===== src/rtl/dsk_csr_pkg.sv =====
package dsk_csr_pkg;
  localparam int DATA_W = 16;
  localparam int BYTE_W = 8;
  localparam int FUNC_W = 3;
  localparam int UNIT_W = 2;

  localparam int ERR_BIT  = 15;
  localparam int INIT_BIT = 14;
  localparam int UNIT_LSB = 8;
  localparam int TR_BIT   = 7;
  localparam int IE_BIT   = 6;
  localparam int DONE_BIT = 5;
  localparam int FUNC_LSB = 1;
  localparam int EXEC_BIT = 0;

  localparam logic [FUNC_W-1:0] FUNC_UNUSED = 3'd4;

  typedef struct packed {
    logic initGo;
    logic cmdGo;
    logic ieWr;
    logic ieVal;
    logic dbHostWr;
    logic dbHostRd;
  } csrStrobes_t;

  function automatic logic isDriveFunc(input logic [FUNC_W-1:0] f);
    return (f == 3'd2) || (f == 3'd3) || (f == 3'd5) || (f == 3'd6);
  endfunction
endpackage


===== src/rtl/dsk_csr_ctrl.sv =====
module dsk_csr_ctrl
  import dsk_csr_pkg::*;
(
  input  logic              clk,
  input  logic              rstN,
  input  logic              wrCsr,
  input  logic              wrDb,
  input  logic              rdDb,
  input  logic [DATA_W-1:0] wrData,
  input  logic              doneFlag,
  input  logic              trFlag,
  output csrStrobes_t       st,
  output logic              cmdStrobe,
  output logic [FUNC_W-1:0] cmdFunc,
  output logic [UNIT_W-1:0] cmdUnit,
  output logic              initStrobe,
  output logic              dbTaken
);
  logic [FUNC_W-1:0] wrFunc;
  logic [UNIT_W-1:0] wrUnit;
  logic              wrInit, wrExec, initPend;
  logic              unusedBits;

  assign wrFunc = wrData[FUNC_LSB +: FUNC_W];
  assign wrUnit = wrData[UNIT_LSB +: UNIT_W];
  assign wrInit = wrData[INIT_BIT];
  assign wrExec = wrData[EXEC_BIT];
  assign unusedBits = ^{wrData[ERR_BIT], wrData[13:10], wrData[TR_BIT],
                        wrData[5:4]};

  always_comb begin
    st          = '0;
    st.initGo   = wrCsr && wrInit;
    st.cmdGo    = wrCsr && !wrInit && wrExec && doneFlag && (wrFunc != FUNC_UNUSED);
    st.ieWr     = wrCsr && !wrInit && !(wrExec && !doneFlag);
    st.ieVal    = wrData[IE_BIT];
    st.dbHostWr = wrDb && trFlag;
    st.dbHostRd = rdDb && trFlag;
  end

  always_ff @(posedge clk) begin
    if (!rstN) begin
      initPend   <= 1'b1;
      initStrobe <= 1'b0;
      cmdStrobe  <= 1'b0;
      cmdFunc    <= '0;
      cmdUnit    <= '0;
      dbTaken    <= 1'b0;
    end else begin
      initPend   <= 1'b0;
      initStrobe <= initPend || st.initGo;
      cmdStrobe  <= st.cmdGo;
      dbTaken    <= st.dbHostWr || st.dbHostRd;
      if (st.cmdGo) begin
        cmdFunc <= wrFunc;
        cmdUnit <= isDriveFunc(wrFunc) ? wrUnit : '0;
      end
    end
  end

  p_strobe_single_r3: assert property (@(posedge clk) disable iff (!rstN)
    cmdStrobe |=> !cmdStrobe);
  p_init_excl_r2: assert property (@(posedge clk) disable iff (!rstN)
    !(initStrobe && cmdStrobe));
  p_no_unused_func_r5: assert property (@(posedge clk) disable iff (!rstN)
    cmdStrobe |-> (cmdFunc != FUNC_UNUSED));
  p_unit_gated_r6: assert property (@(posedge clk) disable iff (!rstN)
    (cmdStrobe && !isDriveFunc(cmdFunc)) |-> (cmdUnit == '0));
endmodule


===== src/rtl/dsk_csr_dp.sv =====
module dsk_csr_dp
  import dsk_csr_pkg::*;
(
  input  logic              clk,
  input  logic              rstN,
  input  csrStrobes_t       st,
  input  logic [BYTE_W-1:0] wrByte,
  input  logic              coreTrSet,
  input  logic              coreDone,
  input  logic              coreErr,
  input  logic              coreDbLoad,
  input  logic [BYTE_W-1:0] coreDbData,
  output logic              doneFlag,
  output logic              errFlag,
  output logic              trFlag,
  output logic              ieFlag,
  output logic [BYTE_W-1:0] dbReg
);
  logic flagClr;
  assign flagClr = st.initGo || st.cmdGo;

  always_ff @(posedge clk) begin
    if (!rstN) begin
      doneFlag <= 1'b0;
      errFlag  <= 1'b0;
      trFlag   <= 1'b0;
      ieFlag   <= 1'b0;
      dbReg    <= '0;
    end else begin
      if (flagClr)       doneFlag <= 1'b0;
      else if (coreDone) doneFlag <= 1'b1;

      if (flagClr)                   errFlag <= 1'b0;
      else if (coreDone && coreErr)  errFlag <= 1'b1;

      if (flagClr)                             trFlag <= 1'b0;
      else if (coreTrSet)                      trFlag <= 1'b1;
      else if (st.dbHostWr || st.dbHostRd)     trFlag <= 1'b0;

      if (st.ieWr) ieFlag <= st.ieVal;

      if (st.dbHostWr)       dbReg <= wrByte;
      else if (coreDbLoad)   dbReg <= coreDbData;
    end
  end

  p_launch_clears_done_r3: assert property (@(posedge clk) disable iff (!rstN)
    st.cmdGo |=> (!doneFlag && !errFlag));
  p_init_clears_r2: assert property (@(posedge clk) disable iff (!rstN)
    st.initGo |=> (!doneFlag && !trFlag && $stable(ieFlag)));
  p_tr_release_r9: assert property (@(posedge clk) disable iff (!rstN)
    (trFlag && st.dbHostWr && !coreTrSet && !flagClr) |=> !trFlag);
  p_done_set_r7: assert property (@(posedge clk) disable iff (!rstN)
    (coreDone && !flagClr) |=> doneFlag);
endmodule


===== src/rtl/dsk_csr.sv =====
module dsk_csr
  import dsk_csr_pkg::*;
(
  input  logic              clk,
  input  logic              rstN,
  input  logic              wrCsr,
  input  logic              wrDb,
  input  logic              rdDb,
  input  logic [15:0]       wrData,
  output logic [15:0]       csrRdData,
  output logic [15:0]       dbRdData,
  output logic              irq,
  output logic              cmdStrobe,
  output logic [2:0]        cmdFunc,
  output logic [1:0]        cmdUnit,
  output logic              initStrobe,
  output logic [7:0]        dbByte,
  output logic              dbTaken,
  input  logic              coreTrSet,
  input  logic              coreDone,
  input  logic              coreErr,
  input  logic              coreDbLoad,
  input  logic [7:0]        coreDbData
);
  csrStrobes_t       st;
  logic              doneFlag, errFlag, trFlag, ieFlag;
  logic [BYTE_W-1:0] dbReg;

  dsk_csr_ctrl u_ctrl (
    .clk(clk), .rstN(rstN), .wrCsr(wrCsr), .wrDb(wrDb), .rdDb(rdDb),
    .wrData(wrData), .doneFlag(doneFlag), .trFlag(trFlag), .st(st),
    .cmdStrobe(cmdStrobe), .cmdFunc(cmdFunc), .cmdUnit(cmdUnit),
    .initStrobe(initStrobe), .dbTaken(dbTaken)
  );

  dsk_csr_dp u_dp (
    .clk(clk), .rstN(rstN), .st(st), .wrByte(wrData[BYTE_W-1:0]),
    .coreTrSet(coreTrSet), .coreDone(coreDone), .coreErr(coreErr),
    .coreDbLoad(coreDbLoad), .coreDbData(coreDbData),
    .doneFlag(doneFlag), .errFlag(errFlag), .trFlag(trFlag),
    .ieFlag(ieFlag), .dbReg(dbReg)
  );

  always_comb begin
    csrRdData           = '0;
    csrRdData[ERR_BIT]  = errFlag;
    csrRdData[TR_BIT]   = trFlag;
    csrRdData[IE_BIT]   = ieFlag;
    csrRdData[DONE_BIT] = doneFlag;
  end

  assign dbRdData = {{(DATA_W-BYTE_W){1'b0}}, dbReg};
  assign dbByte   = dbReg;
  assign irq      = doneFlag && ieFlag;

  p_irq_on_enable_r8: assert property (@(posedge clk) disable iff (!rstN)
    (doneFlag && st.ieWr && st.ieVal && !st.cmdGo && !st.initGo && !coreDone) |=> irq);
endmodule


===== config.mk =====
export PLATFORM = sky130hd
export DESIGN_NAME = dsk_csr
export DESIGN_NICKNAME = d
export VERILOG_FILES = /design/src/rtl/dsk_csr_pkg.sv /design/src/rtl/dsk_csr_ctrl.sv /design/src/rtl/dsk_csr_dp.sv /design/src/rtl/dsk_csr.sv
export SDC_FILE = /design/constraint.sdc
export NUM_CORES = 1
export LEC_CHECK = 0
export BUFFER_PORTS_ARGS = -buffer_cell sky130_fd_sc_hd__buf_4
export CAP_MARGIN = 30
export CORE_MARGIN = 2
export CORE_UTILIZATION = 37
export DETAILED_ROUTE_END_ITERATION = 6
export GPL_TIMING_DRIVEN = 0
export HOLD_SLACK_MARGIN = 0.02
export MAX_ROUTING_LAYER = met4
export PLACE_DENSITY_LB_ADDON = 0.08
export SETUP_SLACK_MARGIN = 0.5
export SLEW_MARGIN = 10
export SYNTH_ARGS = -nofsm -noshare
export SYNTH_HDL_FRONTEND = slang
export SYNTH_HIERARCHICAL = 1
export SYNTH_SLANG_ARGS = --single-unit

===== constraint.sdc =====
create_clock -name clk -period 1.05 [get_ports clk]
set_input_delay 0 -clock clk [delete_from_list [all_inputs] [get_ports clk]]
set_output_delay 0 -clock clk [all_outputs]
set_load 0.01 [all_outputs]

==> results_dict.tcl, run 1 <==
set metrics [dict create \
    status "finished with violations" \
    violations "negative hold slack, negative setup slack" \
    cp_data_required_time_ns 1.25 \
    gp_congestion 0.741 \
    synthCells 123 \
    p_total_w 0.00191 \
    final_max_slew_viol_count 0 \
    wl_mm 2.95 \
    numCtsBuffers 3 \
    rows 20 \
    ios 82 \
    syn_to_final_growth_pct 70.4 \
    dpl.hpwl_mm 2.16 \
    die_area_um2 3750 \
    cts.sinks 21 \
    grt_max_degree 13 \
    antenna_left 0 \
    num_antenna_cells 0 \
    critPathKind "reg2reg" \
    grt_pass1_wl_mm 4.41 \
    synth.ff_latch_count 21 \
    startpoint_type "flip-flop" \
    synth_area_um2 1210 \
    cts_tree "built" \
    hp-class "in2reg" \
    vias 1083 \
    p_leak_nw 1.08 \
    start_util 0.393 \
    route.detailed.drc 0 \
    core-area_um2 3080 \
    grt.overflow.total 0 \
    setup_viol 2 \
    worst_setup_path_end_kind "flip-flop" \
    track_usage 0.162 \
    clock-root-buffer "clkbuf_4" \
    n_fill_cell 261 \
    final.min_clock_period_ns 1.05 \
    htreeDepth 1 \
    layout_setup_ws_ns -0.00386 \
    fin_area_um2 2060 \
    max-vdd-ir-drop_uv 627 \
    fin_skew_ns 0.00706 \
    antenna_found_initial 0 \
    grt_pass1_vias 1022 \
    fmax_mhz 949 \
    yosys_warnings 6 \
    die_w_um 61.2 \
    dp_slack_ns -0.103 \
    drv_cap 0 \
    portBuffers 55 \
    fin_crit_sh 1.00 \
    whs_ns -0.104 \
    syn_avg_cell_area_um2 9.85 \
    ys_seq_area_frac 0.347 \
    cts_buffer_depth 2 \
    die_h_um 61.2 \
    path_clk_slew_ns 0.12 \
    drt-pass1-iter-count 4 \
    fin_nets 244 \
    vias_per_cell 4.26 \
    rsz0062_at_grt "true" \
    hold_viol 11 \
    routedWlPerCell_um 11.6 \
    worstPathMaxFanout 5 \
    drt_iter0_markers 37 \
    cp_data_arrival_time_ns 1.26 \
    yosys.cell_types.count 27 \
    power_density_nw_per_um2 926 \
    clk_latency_ns 0.30 \
    place_area_um2 1780 \
    layout-drive-gt1-share 0.652 \
]
==> cells in the final DEF, fill, tap and decap left out, types with 2 or more instances in the layout <==
master / instances
o2111ai_1: 2
dfxtp_4: 2
conb_1: 20
inv_1: 2
clkbuf_4: 3
a21oi_1: 6
buf_6: 47
nor2b_1: 3
o21ai_1: 4
o21ai_0: 2
o21a_1: 4
dfxtp_2: 18
nor3b_2: 3
mux2_4: 8
and2_1: 3
buf_4: 53
nand2_1: 2
nand2b_1: 8
o211a_1: 8
==> sequential cells by signal (all words and copies together), names as in the netlist <==
| signal | cells |
|---|---|
| u_dp/dbReg | 8 |
| u_ctrl/initStrobe | 1 |
| u_ctrl/cmdUnit | 2 |
| u_dp/ieFlag | 1 |
| u_ctrl/cmdStrobe | 1 |
| u_dp/errFlag | 1 |
| u_ctrl/cmdFunc | 3 |
| u_ctrl/initPend | 1 |
| u_dp/trFlag | 1 |
| u_dp/doneFlag | 1 |
| u_ctrl/dbTaken | 1 |
==> cells by family after synthesis <==
kind of cell,synth area share
AO/OA/AOI/OAI,0.161
buffers and inverters,0.230
flip-flops,0.347
multiplexers,0.107
other,0.00310
AND/OR/NAND/NOR,0.151
==> routing by layer <==
metal | routed length (um) | track usage | vias up
li1 | - | - | 547
met3 | 249 | 0.0273 | 4
met1 | 1150 | 0.187 | 481
met2 | 1500 | 0.281 | 51
met4 | 46 | 0.0590 | 0
met5 | 0 | - | -
==> worst max-delay path, cell delays in order, from the launching register on <==
cell	delay, ns
dfxtp_2	0.36
and2_4	0.16
buf_6	0.11
buf_6	0.12
o211a_1	0.21
==> synth_stat cells <==
cell       number  area [um2]
buf_6           1        11.3
buf_2           1        5.00
o21ai_1         2        10.0
and2_1          4        25.0
nor3b_2         1        12.5
a21boi_1        1        7.51
mux2_4          8         120
and3b_2         1        10.0
nor2b_1         3        18.8
o211a_1         8        80.1
conb_1          1        3.75
o2111ai_1       2        17.5
buf_4          34         255
nor2_1          1        3.75
mux2i_1         1        10.0
nor3b_1         3        22.5
o21a_1          4        30.0
nand2_1         2        7.51
nand4b_1        1        8.76
o21ai_0         4        20.0
and4b_1         1        10.0
inv_1           2        7.51
dfxtp_1        21         420
nand2b_1        8        50.1
a21oi_1         6        30.0
or3b_1          1        8.76
nor3_1          1        5.00
==> final timing paths <==
path,startpoint,to,slack (ns),cells after the start
setup / recovery,u_dp/trFlag$_SDFFE_PP0P_,u_dp/dbReg[2]$_SDFFE_PN0P_,-0.004,4
hold / removal,coreDone,u_dp/doneFlag$_SDFFE_PP0P_,-0.10,2
setup reg to reg,u_dp/trFlag$_SDFFE_PP0P_,u_dp/dbReg[2]$_SDFFE_PN0P_,-0.004,4
hold reg to reg,u_ctrl/initPend$_DFF_P_,u_ctrl/initStrobe$_SDFF_PN0_,0.46,1
==> area by class of cell <==
class                      instances  area (um2)  area share
timing repair buffer              64         608       0.295
inverter                           2        7.51     0.00364
buffer                            36         319       0.155
clock buffer                       3        22.5      0.0109
tap                               44        55.1      0.0267
multi-input combinational         83         596       0.289
sequential                        21         450       0.218
clock inverter                     1        5.00     0.00243
==> what timing repair did <==
action | CTS | global route
pin swaps | 7 | 2
setup buffers | 5 | 3
setup endpoints to repair | 49 | 49
gates cloned | 1 | 0
endpoints found under the hold margin | 15 | 12
gates resized for setup | 54 | 7
==> power by group <==
group          internal, W  total [W]  switching (W)
Combinational     0.000413   0.000631       0.000217
Clock             0.000142   0.000390       0.000249
Sequential        0.000847   0.000889      0.0000422
Total              0.00140    0.00191       0.000508
==> through the flow <==
stage          cells   TNS, ns   util
4_1_cts          251   -0.0798  0.657
2_1_floorplan    142         0      -
3_3_place_gp     241    -0.263  0.578
3_5_place_dp     241    -0.301  0.578
6_report         254  -0.00619  0.670
5_1_grt          254    -0.582  0.670
Power figures use the tool's default switching activity.
==> run 2: changes to the inputs <==
- CORE_UTILIZATION: 37 -> 36
- SYNTH_HIERARCHICAL: 1 -> not set
- clock period: 1.05 -> 0.9 ns (I/O delays scaled with it)
==> run 2 against run 1 <==
Against the previous run: critical path type unchanged; design area down 4.2%; the run still ends with negative hold slack, negative setup slack left; sequential cell count unchanged; global-route usage down 0.59 points; clock skew up 0.0065 ns; clock power up 23%; cell count down 5.5%; largest power group unchanged.
==> results_dict.tcl, run 2 <==
set metrics [dict create \
    status "finished with violations" \
    violations "negative hold slack, negative setup slack" \
    synthAdderAreaFrac 0 \
    wl_mm 2.66 \
    die_h_um 59.7 \
    synth_simple_gate_area_frac 0.169 \
    clock-root-buffer "clkbuf_4" \
    synth.area.mux_share 0.0808 \
    comb_power_share 0.307 \
    vias_per_cell 4.30 \
    p_seq_frac 0.473 \
    ys.flop_type "dfxtp_1" \
    cp_data_required_time_ns 1.12 \
    fin_area_um2 1980 \
    hp-class "in2reg" \
    portBuffers 55 \
    numCtsBuffers 3 \
    antenna_left 0 \
    rows 20 \
    setup_viol 12 \
    drv_cap 0 \
    startpoint_type "flip-flop" \
    synth-xor-area-share 0.00786 \
    grt_pass1_wl_mm 4.06 \
    drt_iter0_markers 14 \
    synth_edf_count 0 \
    grt_max_degree 13 \
    layout_setup_ws_ns -0.0974 \
    fin_skew_ns 0.0136 \
    synth_compound_area_frac 0.125 \
    reg.largest.list "u_dp.dbReg (8), u_ctrl.cmdFunc (3), u_ctrl.cmdUnit (2)" \
    num_antenna_cells 0 \
    yosys_warnings 0 \
    layout-drive-gt1-share 0.700 \
    post-route-util 0.658 \
    dpl.hpwl_mm 1.95 \
    synthCells 122 \
    cts_buffer_depth 2 \
    track_usage 0.156 \
    yosysMostFrequentCell "buf_4" \
    yosys.area.top_type_share 0.377 \
    grt.overflow.total 0 \
    p_total_w 0.00219 \
    yosysTopAreaCell "dfxtp_1" \
    grt_pass1_vias 950 \
    vias 1033 \
    cp_slowest_cell "dfxtp_4" \
    p_leak_nw 0.977 \
    synth.ff_latch_count 21 \
    layout_common_cells "buf_4 (54), buf_6 (42), conb_1 (20)" \
    drt-pass1-iter-count 2 \
    fin_crit_sh 1.11 \
    top_register "u_dp.dbReg" \
    rsz0062_at_grt "true" \
    htreeDepth 1 \
    max_stage_delay_ns 0.40 \
    synth_area_um2 1110 \
    synth_common_cells "buf_4 (34), dfxtp_1 (21), nor2_1 (19)" \
    syn_to_final_growth_pct 77.3 \
    final_common_cell "buf_4" \
    crit_buf_inv 0 \
    syn_avg_cell_area_um2 9.14 \
    yosys.cell_types.count 23 \
    cp_data_arrival_time_ns 1.22 \
    power_density_nw_per_um2 1110 \
    core-area_um2 3000 \
    synth-async-reset-ratio 0 \
    start_util 0.371 \
    reg2reg_setup_slack_ns -0.1 \
    die_w_um 59.7 \
    place_area_um2 1710 \
    worstPathMaxFanout 7 \
    crit_chain "nand4b_4, a21o_4, a22oi_2, nor2_1" \
    critPathKind "reg2reg" \
    worst_setup_path_end_kind "flip-flop" \
    final_max_slew_viol_count 0 \
    ios 82 \
    max-vdd-ir-drop_uv 536 \
    fmax_mhz 1000 \
    routedWlPerCell_um 11.1 \
    p_int_w 0.00156 \
    synth_top_family_by_area "buffers and inverters" \
    switching_share 0.285 \
    cts.sinks 21 \
    fin_nets 241 \
    ys_seq_area_frac 0.377 \
    switchingPower_w 0.000625 \
    clock_power_share 0.220 \
    hold_viol 14 \
    gp_congestion 0.738 \
    final.min_clock_period_ns 0.997 \
    path_clk_slew_ns 0.14 \
    antenna_found_initial 0 \
    largest_reg_flops 8 \
    synth.area.top_cells "dfxtp_1 (38%), buf_4 (23%), mux2i_1 (8.1%)" \
    cts_tree "built" \
    route.detailed.drc 0 \
    die_area_um2 3560 \
    cp_top_family "flip-flops" \
    clk_latency_ns 0.31 \
    whs_ns -0.0899 \
]
## run 2: changes by cell type in the layout (fill, tap and decap cells not counted), sizes merged, moves of 4 or more
cell,change
a211oi,+8
mux2,-8
mux2i,+8
nand2,+6
nand2b,-8
nor2,+19
o211a,-8
o21a,-4
o21ai,-6
## run 2: worst paths after layout
| kind | from | cells past startpoint | end |
|---|---|---|---|
| min reg2reg | u_ctrl.cmdUnit[0]$_SDFFE_PN0P_ | 2 | u_ctrl.cmdUnit[0]$_SDFFE_PN0P_ |
| max | u_dp.doneFlag$_SDFFE_PP0P_ | 4 | u_ctrl.cmdFunc[0]$_SDFFE_PN0P_ |
| max reg2reg | u_dp.doneFlag$_SDFFE_PP0P_ | 4 | u_ctrl.cmdFunc[0]$_SDFFE_PN0P_ |
| min | coreTrSet | 3 | u_dp.trFlag$_SDFFE_PP0P_ |
## run 2: final cells by class
class	instances	area, um2
Clock buffer	3	22.5
Tap cell	33	41.3
Clock inverter	1	5.00
Timing Repair Buffer	62	578
Buffer	35	305
Multi-Input combinational cell	84	567
Inverter	1	3.75
Fill cell	269	1030
Sequential cell	21	454
## run 2: per-stage QoR
step	setup slack, ns	instances	hold WS [ns]	setup TNS, ns
2_1_floorplan	-0.0359	141	0.121	-0.0872
3_3_place_gp	-0.0930	229	0.222	-0.552
3_5_place_dp	-0.101	229	0.229	-0.703
4_1_cts	-0.119	236	-0.103	-1.04
5_1_grt	-0.189	240	-0.0811	-1.90
6_report	-0.0974	240	-0.0899	-0.823
## run 2: cell families after synthesis
logic type                Yosys count
AOI/OAI and AO/OA                  18
xor gates and xnor gates            1
buffers and inverters              36
DFF                                21
muxes                               9
other                               1
and+or+nand+nor                    36
## run 2: routing by layer
layer	part of all wire	vias to the layer above	global-route usage
met5	0	-	-
li1	-	528	-
met1	0.39	459	0.168
met2	0.52	44	0.280
met3	0.084	2	0.0260
met4	0.0053	0	0.0667
## run 2: what timing repair did
| action | CTS | global route |
|---|---|---|
| resized for setup | 41 | 14 |
| hold endpoints to repair | 19 | 16 |
| cloned | 1 | 0 |
| pin swaps | 2 | 5 |
| buffers inserted | 2 | 4 |
| endpoints found under the setup margin | 49 | 49 |
## run 2: worst min-delay path, stage by stage
cell and delay, ns:
buf_4 0.08, a21oi_1 0.03, nor2_1 0.08
## run 2: power by group through the flow
stage	Sequential, W	Combinational [W]	Clock, W
after floorplan	0.00106	0.000315	0
after global routing	0.00104	0.000724	0.000527
after CTS	0.00104	0.000641	0.000489
after detailed placement	0.00105	0.000573	0
after global placement	0.00105	0.000568	0
final	0.00104	0.000672	0.000481
